==> src/rtl/pfs_pkg.sv <==
package pfs_pkg;

   typedef enum logic {
      MODE_EXT = 1'b0,
      MODE_INT = 1'b1
   } pfs_mode_e;

   typedef enum logic [1:0] {
      ST_IDLE  = 2'd0,
      ST_IWAIT = 2'd1,
      ST_NOP   = 2'd2,
      ST_XWAIT = 2'd3
   } pfs_state_e;

   typedef struct packed {
      logic to_int;
      logic to_nop;
      logic to_ext;
   } pfs_route_t;

endpackage

==> src/rtl/pfs_mode_latch.sv <==
module pfs_mode_latch
   import pfs_pkg::*;
(
   input  logic      clk,
   input  logic      rst_n,
   input  logic      strap_i,
   output pfs_mode_e mode_o
);

   pfs_mode_e mode_q;

   // Follows the strap on every edge while reset is held, frozen afterwards.
   always_ff @(posedge clk) begin
      if (!rst_n) begin
         mode_q <= pfs_mode_e'(strap_i);
      end
   end

   assign mode_o = mode_q;

   // the captured store choice never moves while out of reset
   p_mode_hold_r3 : assert property (@(posedge clk) disable iff (!rst_n)
      $past(rst_n) |-> $stable(mode_q));

endmodule

==> src/rtl/pfs_addr_gen.sv <==
module pfs_addr_gen #(
   parameter int unsigned ADDR_W = 16
) (
   input  logic              clk,
   input  logic              rst_n,
   input  logic              accept_i,
   input  logic              seq_i,
   input  logic [ADDR_W-1:0] addr_i,
   output logic [ADDR_W-1:0] cur_o,
   output logic [ADDR_W-1:0] held_o
);

   localparam logic [ADDR_W-1:0] ONE       = ADDR_W'(1);
   localparam logic [ADDR_W-1:0] RESET_PTR = '1;

   logic [ADDR_W-1:0] held_q;

   // Modulo 2^ADDR_W step: the carry out of the top bit is dropped.
   always_comb begin
      if (seq_i) begin
         cur_o = held_q + ONE;
      end else begin
         cur_o = addr_i;
      end
   end

   always_ff @(posedge clk) begin
      if (!rst_n) begin
         held_q <= RESET_PTR;
      end else if (accept_i) begin
         held_q <= cur_o;
      end
   end

   assign held_o = held_q;

   // the held address only changes when a fetch is accepted
   p_held_only_on_accept_r8 : assert property (@(posedge clk) disable iff (!rst_n)
      !$past(accept_i) && $past(rst_n) |-> $stable(held_q));

endmodule

==> src/rtl/pfs_route.sv <==
module pfs_route
   import pfs_pkg::*;
#(
   parameter int unsigned ADDR_W  = 16,
   parameter int unsigned INT_TOP = 32'h0000_F800
) (
   input  pfs_mode_e         mode_i,
   input  logic [ADDR_W-1:0] addr_i,
   output pfs_route_t        route_o
);

   localparam logic [ADDR_W:0] TOP_X   = (ADDR_W+1)'(INT_TOP);
   localparam int unsigned     SPACE   = 32'd1 << ADDR_W;
   localparam bit              HAS_NOP = (INT_TOP < SPACE);

   logic above_top;

   generate
      if (HAS_NOP) begin : g_nop_region
         assign above_top = ({1'b0, addr_i} >= TOP_X);
      end else begin : g_full_array
         assign above_top = 1'b0;
      end
   endgenerate

   always_comb begin
      route_o        = '0;
      route_o.to_ext = (mode_i == MODE_EXT);
      route_o.to_nop = (mode_i == MODE_INT) && above_top;
      route_o.to_int = (mode_i == MODE_INT) && !above_top;
   end

endmodule

==> src/rtl/pfs_ctrl.sv <==
module pfs_ctrl
   import pfs_pkg::*;
#(
   parameter int unsigned       DATA_W   = 8,
   parameter logic [DATA_W-1:0] NOP_CODE = '0
) (
   input  logic              clk,
   input  logic              rst_n,
   input  logic              req_i,
   input  pfs_route_t        route_i,
   input  logic [DATA_W-1:0] iarr_data_i,
   input  logic              xack_i,
   input  logic [DATA_W-1:0] xdata_i,
   output logic              ready_o,
   output logic              accept_o,
   output logic              valid_o,
   output logic [DATA_W-1:0] data_o,
   output logic              iarr_rd_o,
   output logic              xreq_o
);

   pfs_state_e state_q, state_d;

   assign ready_o   = (state_q == ST_IDLE);
   assign accept_o  = req_i && ready_o;
   assign iarr_rd_o = accept_o && route_i.to_int;
   assign xreq_o    = (state_q == ST_XWAIT);

   always_comb begin
      state_d = state_q;
      unique case (state_q)
         ST_IDLE: begin
            if (accept_o) begin
               if (route_i.to_ext) begin
                  state_d = ST_XWAIT;
               end else if (route_i.to_nop) begin
                  state_d = ST_NOP;
               end else begin
                  state_d = ST_IWAIT;
               end
            end
         end
         ST_IWAIT: state_d = ST_IDLE;
         ST_NOP:   state_d = ST_IDLE;
         ST_XWAIT: begin
            if (xack_i) begin
               state_d = ST_IDLE;
            end
         end
         default:  state_d = ST_IDLE;
      endcase
   end

   always_ff @(posedge clk) begin
      if (!rst_n) begin
         state_q <= ST_IDLE;
      end else begin
         state_q <= state_d;
      end
   end

   always_comb begin
      valid_o = 1'b0;
      data_o  = '0;
      unique case (state_q)
         ST_IWAIT: begin
            valid_o = 1'b1;
            data_o  = iarr_data_i;
         end
         ST_NOP: begin
            valid_o = 1'b1;
            data_o  = NOP_CODE;
         end
         ST_XWAIT: begin
            valid_o = xack_i;
            data_o  = xdata_i;
         end
         default: begin
            valid_o = 1'b0;
            data_o  = '0;
         end
      endcase
   end

   // a result is never presented while a new fetch could be taken
   p_valid_not_ready_r9 : assert property (@(posedge clk) disable iff (!rst_n)
      valid_o |-> !ready_o);

   // an array read is answered in the very next cycle
   p_int_latency_r6 : assert property (@(posedge clk) disable iff (!rst_n)
      iarr_rd_o |=> valid_o);

   // the bus request drops in the cycle after the acknowledge
   p_ack_ends_req_r7 : assert property (@(posedge clk) disable iff (!rst_n)
      xreq_o && xack_i |=> !xreq_o);

endmodule

==> src/rtl/progmem_fetch_sel.sv <==
module progmem_fetch_sel
   import pfs_pkg::*;
#(
   parameter int unsigned       ADDR_W   = 16,
   parameter int unsigned       DATA_W   = 8,
   parameter int unsigned       INT_TOP  = 32'h0000_F800,
   parameter logic [DATA_W-1:0] NOP_CODE = '0
) (
   input  logic              clk,
   input  logic              rst_n,
   input  logic              boot_strap_i,
   input  logic              fetch_req_i,
   input  logic              fetch_seq_i,
   input  logic [ADDR_W-1:0] fetch_addr_i,
   output logic              fetch_ready_o,
   output logic              fetch_valid_o,
   output logic [DATA_W-1:0] fetch_data_o,
   output logic              iarr_rd_o,
   output logic [ADDR_W-1:0] iarr_addr_o,
   input  logic [DATA_W-1:0] iarr_data_i,
   output logic              xbus_req_o,
   output logic [ADDR_W-1:0] xbus_addr_o,
   input  logic              xbus_ack_i,
   input  logic [DATA_W-1:0] xbus_data_i
);

   localparam logic [ADDR_W:0] TOP_X = (ADDR_W+1)'(INT_TOP);

   generate
      if (ADDR_W < 2 || ADDR_W > 30) begin : g_bad_addr_w
         $error("progmem_fetch_sel: ADDR_W must lie in 2..30");
      end
      if (DATA_W < 1) begin : g_bad_data_w
         $error("progmem_fetch_sel: DATA_W must be at least 1");
      end
      if (INT_TOP == 0 || INT_TOP > (32'd1 << ADDR_W)) begin : g_bad_top
         $error("progmem_fetch_sel: INT_TOP must lie in 1..2^ADDR_W");
      end
   endgenerate

   pfs_mode_e         mode;
   pfs_route_t        route;
   logic              accept;
   logic [ADDR_W-1:0] cur_addr;
   logic [ADDR_W-1:0] held_addr;

   pfs_mode_latch u_mode (
      .clk     (clk),
      .rst_n   (rst_n),
      .strap_i (boot_strap_i),
      .mode_o  (mode)
   );

   pfs_addr_gen #(.ADDR_W(ADDR_W)) u_addr (
      .clk      (clk),
      .rst_n    (rst_n),
      .accept_i (accept),
      .seq_i    (fetch_seq_i),
      .addr_i   (fetch_addr_i),
      .cur_o    (cur_addr),
      .held_o   (held_addr)
   );

   pfs_route #(.ADDR_W(ADDR_W), .INT_TOP(INT_TOP)) u_route (
      .mode_i  (mode),
      .addr_i  (cur_addr),
      .route_o (route)
   );

   pfs_ctrl #(.DATA_W(DATA_W), .NOP_CODE(NOP_CODE)) u_ctrl (
      .clk         (clk),
      .rst_n       (rst_n),
      .req_i       (fetch_req_i),
      .route_i     (route),
      .iarr_data_i (iarr_data_i),
      .xack_i      (xbus_ack_i),
      .xdata_i     (xbus_data_i),
      .ready_o     (fetch_ready_o),
      .accept_o    (accept),
      .valid_o     (fetch_valid_o),
      .data_o      (fetch_data_o),
      .iarr_rd_o   (iarr_rd_o),
      .xreq_o      (xbus_req_o)
   );

   assign iarr_addr_o = cur_addr;
   assign xbus_addr_o = held_addr;

   // on-chip mode never drives the external bus
   p_no_xreq_int_r4 : assert property (@(posedge clk) disable iff (!rst_n)
      (mode == MODE_INT) |-> !xbus_req_o);

   // external mode never touches the on-chip array
   p_no_iarr_ext_r1 : assert property (@(posedge clk) disable iff (!rst_n)
      (mode == MODE_EXT) |-> !iarr_rd_o);

   // the array is never read at or above its end
   p_no_top_read_r5 : assert property (@(posedge clk) disable iff (!rst_n)
      iarr_rd_o |-> ({1'b0, iarr_addr_o} < TOP_X));

   // a completed on-chip fetch in the top region carries the NOP opcode
   p_nop_data_r5 : assert property (@(posedge clk) disable iff (!rst_n)
      fetch_valid_o && (mode == MODE_INT) && ({1'b0, held_addr} >= TOP_X)
      |-> (fetch_data_o == NOP_CODE));

   // the bus address stays put while a request waits
   p_xaddr_stable_r7 : assert property (@(posedge clk) disable iff (!rst_n)
      xbus_req_o && $past(xbus_req_o) |-> $stable(xbus_addr_o));

endmodule

==> config.mk <==
export PLATFORM = sky130hd
export DESIGN_NAME = progmem_fetch_sel
export DESIGN_NICKNAME = d
export VERILOG_FILES = /design/src/rtl/pfs_pkg.sv /design/src/rtl/pfs_mode_latch.sv /design/src/rtl/pfs_addr_gen.sv /design/src/rtl/pfs_route.sv /design/src/rtl/pfs_ctrl.sv /design/src/rtl/progmem_fetch_sel.sv
export SDC_FILE = /design/constraint.sdc
export NUM_CORES = 1
export LEC_CHECK = 0
export BUFFER_PORTS_ARGS = -buffer_cell sky130_fd_sc_hd__buf_2
export CORE_MARGIN = 4
export CORE_UTILIZATION = 43
export CTS_CLUSTER_SIZE = 14
export DETAILED_ROUTE_END_ITERATION = 7
export GPL_ROUTABILITY_DRIVEN = 0
export MAX_ROUTING_LAYER = met4
export PLACE_DENSITY = 0.76
export SKIP_LAST_GASP = 1
export SYNTH_ARGS = -nofsm -noshare
export SYNTH_HDL_FRONTEND = slang
export SYNTH_SLANG_ARGS = --single-unit
==> constraint.sdc <==
create_clock -name clk -period 2.1 [get_ports clk]
set_input_delay 0.105 -clock clk [delete_from_list [all_inputs] [get_ports clk]]
set_output_delay 0.105 -clock clk [all_outputs]
set_load 0.02 [all_outputs]
==> run summary <==
Worst-Margin Slew = 0.584 ns
Die height = 64.0 µm
Crit. End Element = output pin
PwrDens = 703 nW/µm²
Final antenna-violating net count = 0
Post-Place Cells = 308
Synth Instances = 187
Syn nets = 229
Routed vias = 1736
DRT iter0 DRCs = 69
Final wirelength = 4.47 mm
Met3 usage = 0.0492
Area delta synth->final = 58.3%
Sequential area share after synthesis = 0.290
Insertion delay to the later sink of the worst-skew pair = 0.30 ns
LEAKAGE = 1.06 nW
Setup violations, final = 1
Initial antenna violation count = 0
Max VDD drop = 0.461 mV
# DRC = 0
Fin cells = 334
Fill cells = 261
Final worst slack = -0.0530 ns
Slew Limit Headroom = 0.610
Period minus WS final = 2.15 ns
Clock slew at reported path FFs = 0.12 ns
Crit path max fanout = 3
Synthesized area per cell = 7.21 µm²
Row count = 20
Grt ovf = 0
Worst setup SP type = flip-flop
FF-to-FF setup slack = 0.02 ns
Number of global-route vias before repair = 1561
Kind of critical path = flip-flop to output pin
Cell Area, Synth = 1350 µm²
Via-per-instance ratio = 5.20
Core area = 3030 µm²
Min-delay worst type = input port to flip-flop
Total track usage = 0.213
Avg WL per Cell = 13.4 µm
Status = complete, but fails checks
CTS sink cnt = 19
Global-route wire length before repair = 6.95 mm
# IOs = 82
Crit share post-route = 1.03
GR Layer Usage met2 = 0.346
Largest net degree at the start of global routing = 21
Final HPWL DP = 3.11 mm
Clock skew = 0.00205 ns
Clk buf depth = 2
YS warnings = 0
Antenna diodes = 0
Max cap viols = 0
Slew Viols, Final = 0
CP Data Required Time = 2.00 ns
Final instance area = 2130 µm²
Die Wd = 64.0 µm
CTS tree = done
Htree depth = 1
Gr busiest metal = met2
Area post-placement = 1840 µm²
Fin. Hold Viols = 0
CTS Buf Count = 3
Worst endpoint data arrival time = 2.05 ns
Unrepaired setup endpoints after global routing = yes
Clk Tree Root Cell = clkbuf_4
Failing checks = negative setup slack
Share of layout cells above drive strength 1 = 0.490
Starting Density = 0.445
Met1 usage = 0.265
Fmax = 464 MHz
Port bufs = 81
Final net count = 333
Yosys reg bits = 19
Cell variety after synth = 41
Die Area = 4090 µm²
DR pass1 iterations = 4
-- path summary, 6_finish.rpt --
check / startpoint / endpoint / cells after the start
hold / removal: rst_n / u_addr.held_o[15]$_SDFFE_PN1P_ / 2
setup / recovery: u_addr.held_o[9]$_SDFFE_PN1P_ / iarr_rd_o / 7
hold reg to reg: u_addr.held_o[15]$_SDFFE_PN1P_ / u_addr.held_o[15]$_SDFFE_PN1P_ / 2
setup reg to reg: u_addr.held_o[9]$_SDFFE_PN1P_ / u_ctrl.state_q[0]$_SDFFE_PN0P_ / 9
-- cell usage in the layout (no fill, tap or decap), types with 2 or more instances in the layout --
cell	instances
a21oi_1	13
a22o_1	8
buf_2	80
buf_4	28
clkbuf_4	3
dfxtp_1	7
dfxtp_2	5
dfxtp_4	6
ha_1	3
inv_1	9
nand2_1	39
nand3_1	20
nand4_1	4
nor2_1	16
nor2_2	2
nor2b_1	2
o21a_1	2
xnor2_1	5
xor2_1	5
-- power breakdown --
group          switching (mW)  leakage (nW)  total [mW]  internal [mW]
clock                   0.122        0.0150       0.196         0.0740
sequential             0.0493         0.158       0.459          0.409
combinational           0.477         0.892       0.846          0.369
total                   0.648          1.06        1.50          0.852
-- per-stage QoR --
step	utilization	total power, mW	hold WS, ns	worst slack [ns]	TNS, ns
2_1_floorplan	-	0.936	0.204	0.00745	0
3_3_place_gp	0.608	1.14	0.286	0.141	0
3_5_place_dp	0.608	1.15	0.284	0.0860	0
4_1_cts	0.679	1.43	0.142	-0.0264	-0.0264
5_1_grt	0.705	1.59	0.139	-0.109	-0.166
6_report	0.705	1.50	0.140	-0.0530	-0.0530
-- final cells by class --
cell class | count | area [µm²] | area share
multi-input cells | 148 | 967 | 0.453
repair buffers | 110 | 632 | 0.296
flip-flops and latches | 19 | 419 | 0.196
well taps | 44 | 55.1 | 0.0258
inverters | 9 | 33.8 | 0.0158
clock buffers | 4 | 26.3 | 0.0123
-- synth_stat cells (all sizes together) --
cell type	number	share of area
nand2	40	0.11
nand3	22	0.082
nor2	19	0.055
dfxtp	18	0.27
a21oi	13	0.048
clkbuf	9	0.025
inv	9	0.025
a22o	8	0.052
nand4	5	0.028
xnor2	5	0.032
xor2	5	0.032
ha	4	0.037
a31oi	2	0.020
and3	2	0.010
and4	2	0.014
buf	2	0.0056
mux2i	2	0.015
nor2b	2	0.0093
o21a	2	0.011
a311o	1	0.0074
a311oi	1	0.0065
a31o	1	0.0065
a41o	1	0.0074
and2	1	0.0046
and4b	1	0.0074
edfxtp	1	0.022
mux2	1	0.0084
nand2b	1	0.0046
nor3	1	0.0037
nor4	1	0.0046
o21ai	1	0.0037
o221ai	1	0.011
o22ai	1	0.0046
o31ai	1	0.0056
or4	1	0.0084
-- worst max-delay path: stages (launching register included) --
cell and delay (ns):
dfxtp_4 0.36, nand4_1 0.16, or4_4 0.53, a31oi_4 0.19
nand2_2 0.05, and4b_1 0.28, nor2_2 0.05, buf_6 0.12
-- cell families (layout without fill, tap and decap cells) --
family                   Yosys count  count (layout)  synth area share
AO/OA/AOI/OAI                     33              33             0.185
XOR/XNOR                          10              10            0.0650
adder cells (fa/ha/maj)            4               4            0.0371
buffers and inverters             20             123            0.0557
flip-flops                        19              19             0.290
multiplexers                       3               3            0.0232
AND/OR/NAND/NOR                   98              98             0.344
-- flip-flops by register name, indices dropped and copies added (netlist names) --
name and cells:
u_mode.mode_o 1, u_ctrl.state_q 2, u_addr.held_o 16
-- timing repair --
action / 4_1_cts / 5_1_grt
resized for setup: 23 / 4
endpoints found under the hold margin: 1 / 0
cloned: 0 / 0
pin swaps: 9 / 4
hold buffers: 1 / 0
endpoints found under the setup margin: 1 / 1
setup buffers: 13 / 8
-- metal layers --
| layer | up-vias | wire length [µm] |
|---|---|---|
| met5 | - | 0 |
| met4 | 0 | 80 |
| met3 | 13 | 341 |
| met2 | 80 | 2140 |
| met1 | 786 | 1910 |
| li1 | 857 | - |
(Power assumes the default switching activity.)
